==> src/rtl/keyguard_pkg.sv <==
// Shared constants, types and helpers for the key checker.
// Assumes a key of NUM_BYTES bytes with the parity bit at bit 0 of each byte.
package keyguard_pkg;
    localparam int BYTE_W    = 8;
    localparam int NUM_BYTES = 8;
    localparam int KEY_W     = BYTE_W * NUM_BYTES;
    localparam int EFF_W     = (BYTE_W - 1) * NUM_BYTES;
    localparam int NUM_WEAK  = 4;

    typedef logic [KEY_W-1:0] key_t;
    typedef logic [EFF_W-1:0] eff_t;

    // Mask that keeps every non-parity bit of the key
    localparam key_t EFF_MASK = {NUM_BYTES{{(BYTE_W-1){1'b1}}, 1'b0}};

    // Drop the parity bit of each byte and pack the remaining bits
    function automatic eff_t strip_parity(input key_t k);
        eff_t e;
        e = '0;
        for (int b = 0; b < NUM_BYTES; b++) begin
            for (int j = 1; j < BYTE_W; j++) begin
                e[b*(BYTE_W-1) + j - 1] = k[b*BYTE_W + j];
            end
        end
        return e;
    endfunction

    // Weak keys, written with their parity bits
    function automatic key_t weak_with_parity(input int idx);
        key_t k;
        case (idx)
            0:       k = 64'h0101_0101_0101_0101;
            1:       k = 64'h1F1F_1F1F_0E0E_0E0E;
            2:       k = 64'hE0E0_E0E0_F1F1_F1F1;
            default: k = 64'hFEFE_FEFE_FEFE_FEFE;
        endcase
        return k;
    endfunction
endpackage

==> src/rtl/key_byte_parity.sv <==
// Per-byte odd-parity test.
// Each output bit is 1 when its byte has an even count of ones.
// Assumes bytes are packed with byte 0 in the low bits.
module key_byte_parity #(
    parameter int BYTE_W    = 8,
    parameter int NUM_BYTES = 8,
    localparam int KEY_W    = BYTE_W * NUM_BYTES
) (
    input  logic [KEY_W-1:0]     key,
    output logic [NUM_BYTES-1:0] even_byte
);
    // One XNOR-reduction per byte: 1 means odd parity was violated
    for (genvar g = 0; g < NUM_BYTES; g++) begin : g_byte
        assign even_byte[g] = ~^key[g*BYTE_W +: BYTE_W];
    end
endmodule

==> src/rtl/key_weak_match.sv <==
// Weak-key recogniser on the effective (parity-stripped) key bits.
// Assumes the weak list in keyguard_pkg; parity bits never take part.
module key_weak_match
    import keyguard_pkg::*;
#(
    parameter int N_WEAK = NUM_WEAK
) (
    input  key_t key,
    output logic hit
);
    eff_t                     eff;
    logic [N_WEAK-1:0]        match;

    // Effective bits of the key under test
    assign eff = strip_parity(key);

    // One comparator per weak pattern
    for (genvar w = 0; w < N_WEAK; w++) begin : g_weak
        localparam eff_t PATTERN = strip_parity(weak_with_parity(w));
        assign match[w] = (eff == PATTERN);
    end

    // Any comparator hit marks the key weak
    assign hit = |match;
endmodule

==> src/rtl/key_guard.sv <==
// Key checker top: registers per-byte parity errors, a summary flag
// and a weak-key flag one clock after the key is sampled.
// Assumes a synchronous active-low reset; the key itself is not touched.
module key_guard
    import keyguard_pkg::*;
(
    input  logic                 clk,
    input  logic                 rst_n,
    input  logic [KEY_W-1:0]     key_in,
    output logic [NUM_BYTES-1:0] byte_err,
    output logic                 parity_bad,
    output logic                 weak_key
);
    logic [NUM_BYTES-1:0] err_d;
    logic                 weak_d;

    key_byte_parity #(
        .BYTE_W    (BYTE_W),
        .NUM_BYTES (NUM_BYTES)
    ) u_par (
        .key       (key_in),
        .even_byte (err_d)
    );

    key_weak_match #(
        .N_WEAK (NUM_WEAK)
    ) u_weak (
        .key (key_in),
        .hit (weak_d)
    );

    // Output register stage with synchronous reset
    always_ff @(posedge clk) begin
        if (!rst_n) begin
            byte_err   <= '0;
            parity_bad <= 1'b0;
            weak_key   <= 1'b0;
        end else begin
            byte_err   <= err_d;
            parity_bad <= |err_d;
            weak_key   <= weak_d;
        end
    end


    reset_clears_chk: assert property (@(posedge clk)
        !rst_n |=> (byte_err == '0 && !parity_bad && !weak_key));


    summary_consistent_chk: assert property (@(posedge clk) disable iff (!rst_n)
        $past(rst_n) |-> (parity_bad == (byte_err != '0)));


    single_flip_one_byte_chk: assert property (@(posedge clk) disable iff (!rst_n)
        ($past(rst_n) && $countones(key_in ^ $past(key_in)) == 1)
        |=> ($countones(byte_err ^ $past(byte_err)) == 1));


    parity_bits_ignored_chk: assert property (@(posedge clk) disable iff (!rst_n)
        ($past(rst_n) && $stable(key_in & EFF_MASK)) |=> $stable(weak_key));
endmodule

==> config.mk <==
export PLATFORM = sky130hd
export DESIGN_NAME = key_guard
export DESIGN_NICKNAME = d
export VERILOG_FILES = /design/src/rtl/keyguard_pkg.sv /design/src/rtl/key_byte_parity.sv /design/src/rtl/key_weak_match.sv /design/src/rtl/key_guard.sv
export SDC_FILE = /design/constraint.sdc
export NUM_CORES = 1
export LEC_CHECK = 0
export ABC_AREA = 1
export BUFFER_PORTS_ARGS = -buffer_cell sky130_fd_sc_hd__buf_2
export CAP_MARGIN = 15
export CORE_MARGIN = 2
export CORE_UTILIZATION = 45
export DETAILED_ROUTE_END_ITERATION = 6
export PLACE_DENSITY = 0.78
export SETUP_SLACK_MARGIN = 0.05
export SYNTH_ARGS = -nofsm -noshare
export SYNTH_HDL_FRONTEND = slang
export SYNTH_SLANG_ARGS = --single-unit
==> constraint.sdc <==
create_clock -name clk -period 1.35 [get_ports clk]
set_clock_uncertainty 0.15 [all_clocks]
set_input_delay 0.2025 -clock clk [delete_from_list [all_inputs] [get_ports clk]]
set_output_delay 0.2025 -clock clk [all_outputs]
set_load 0.05 [all_outputs]
==> qor.yml <==
route:
  drtPass1Iterations: 4
  wire_per_inst_um: 10.74
  drc_errors: 0
  vias_per_cell: 4.628
  vias: 2439
  wirelength_um: 5660
  drt-initial-drc-count: 125
  final_antenna_net_count: 0
sta:
  worst_slew_margin_rel_pct: 81.74
  period_minus_slack_ps: 1340
  finalSetupTns_ps: 0
  hold_violations: 0
  worst-slew-pin-transition_ps: 272.2
  rsz0062_at_grt: "true"
  period_share_pct: 99.24
  maxSlewViolCount: 0
  setup_ws_ps: 10.31
  fmax_ghz: 0.7464
  finalSetupViolCount: 0
cts:
  cts.sinks: 10
  htree_levels: 1
  cts_root_buf: "clkbuf_8"
  clk_path_buf_depth: 2
  cts_buffers: 3
  cts_tree: "built"
  cts.clk_slew.worst_paths_ps: 40
final_layout:
  area_growth_syn_to_layout_pct: 55.58
  n_antenna_cell: 0
  fin_nets: 573
  drive_above_1_share_pct: 36.69
  regArea_um2: 200.2
  final.fill_count: 345
  multi_input_area_mm2: 0.001702
floorplanning:
  placementRows: 23
  dieArea_mm2: 0.004827
  core_mm2: 0.004058
  io-pin-count: 76
  initial_core_util_pct: 47.55
  die_h_um: 69.48
  die_w_um: 69.48
place:
  numPortBuffers: 75
  gp_congestion: 0.9230
  dp_slack_ps: -347.3
  post-dp-hpwl_um: 4723
synthesis:
  synth.yosys.seq_area_share_pct: 10.38
  synth_top_cell_area_share_pct: 33.85
  synth_area_per_cell_um2: 5.243
  synth-edff-count: 0
  synth_most_common_cell: "nand2_1"
  synthArstFlopShare_pct: 0
  netlist_top_cells_count: "nand2_1 (174), inv_1 (62), nor2_1 (38), ha_1 (28), nand3_1 (12)"
  netlist_instances: 368
  yosys-top-cells-area: "nand2_1 (34%), ha_1 (18%), inv_1 (12%), dfxtp_1 (10%), nor2_1 (7.4%)"
  syn_nets: 462
  syn_area_mm2: 0.001929
  synth.distinct_cells: 21
  synth_seq_cells: 10
  synth_top_flop_cell: "dfxtp_1"
  yosysWarnings: 0
  yosys.area.top_type: "nand2_1"
worst_setup_path:
  start_kind: "input port"
  crit_required_ps: 1310
  end_kind: "register"
  crit_top_cell: "nand2_1"
  critPathKind: "input port to register"
  path_max_fanout: 2
  crit_arrival_ps: 1300
  crit_buf_inv: 3
  cp_top_family: "simple AND/OR/NAND/NOR gates"
  slowest_stage: "ha_4"
  worstSetupStartpoint: "key_in[42]"
  critPathMaxStageDelay_ps: 260
  path_cells: "buf_2, inv_2, ha_4, inv_1, nand2_1, nand3b_1, nand2_1, nand2_1, nand2_2, nand2_1, nor2_1, a21oi_1"
grt:
  grt_start_max_net_pins: 11
  grt_usage_pct: 22.87
  grt_pass1_wl_um: 9356
  antenna_found_initial: 0
  top_usage_layer: "met2"
  grtUsageMet2_pct: 42.84
  grt-ovfl-total: 0
  grt_pass1_vias: 2390
  grtUsageMet1_pct: 27.43
  met3_usage_pct: 2.035
pwr:
  p_leak_nw: 1.752
  ir_drop_mv: 0.2880
  power.density_mw_per_mm2: 542.9
  power_mw: 1.630
hold_path:
  hold_path_class: "input port to register"
  hp-start: "key_in[36]"
outcome:
  outcome: "finished clean"
job:
  maxCapViolCount: 0
[flip-flops by register name, summed over array words and instances (netlist names)]
register    flops
byte_err        8
parity_bad      1
weak_key        1
[report_power, final]
group | switching, mW | internal (mW) | leakage, nW
combinational | 0.572 | 0.431 | 1.65
clock | 0.0982 | 0.194 | 0.0216
sequential | 0.00547 | 0.329 | 0.0833
[area by class of cell]
type	instances	area share, %
Tap cell	50	2.084
Clock buffer	3	1.376
Multi-Input combinational cell	290	56.69
Sequential cell	10	6.669
Timing Repair Buffer	106	23.76
Inverter	68	9.421
[cells by family after synthesis]
kind of cell,after synthesis,synth area share [%]
XOR/XNOR,7,3.178
adder cells (fa/ha/maj),28,18.16
buffers and inverters,68,13.23
AO/OA/AOI/OAI,3,0.9729
flip-flops,10,10.38
AND/OR/NAND/NOR,252,54.09
[path summary, 6_finish.rpt]
kind / to / slack (ps) / depth (start not counted)
max: parity_bad$_SDFF_PN0_ / 10 / 12
min: weak_key$_SDFF_PN0_ / 190 / 4
[per-stage QoR]
| stage | area [µm²] | util (%) | hold slack, ps | instances |
|---|---|---|---|---|
| 6_report | 3002 | 73.97 | 185.1 | 527 |
| 5_1_grt | 3002 | 73.97 | 195.2 | 527 |
| 4_1_cts | 2748 | 67.72 | 172.7 | 527 |
| 3_5_place_dp | 2638 | 65.00 | 414.7 | 524 |
| 3_3_place_gp | 2638 | 65.00 | 411.7 | 524 |
| 2_1_floorplan | 1967 | - | 237.9 | 368 |
[cells in the final DEF (no fill, tap or decap), types with 2 or more instances in the layout]
cell type  synthesis  layout
nor2_1            38      35
nor2_2             2       5
nand3_1           12      11
nand2_2            3      14
buf_6              0      16
nand4_1            4       4
dfxtp_1           10      10
buf_4              0      29
nand2_1          174     163
buf_2              0      60
ha_4               0      14
xnor2_1            5       5
nor3_2             2       3
a21oi_1            2       2
nor3_1             5       4
inv_1             62      40
ha_1              28      14
clkbuf_8           0       3
inv_2              5      20
nand3b_1           9       9
inv_4              0       6
[metal layers]
layer / vias up / routed length [µm]
met5: - / 0
met4: 0 / 103
met3: 12 / 308
met2: 70 / 2958
met1: 1042 / 2290
li1: 1315 / -
[timing repair]
item	CTS	global route
cloned	0	0
hold buffers	0	0
gates resized for setup	14	64
pin swaps	17	36
setup buffers	0	0
setup endpoints to repair	2	6
No activity file was read; power rests on OpenSTA's default activity.
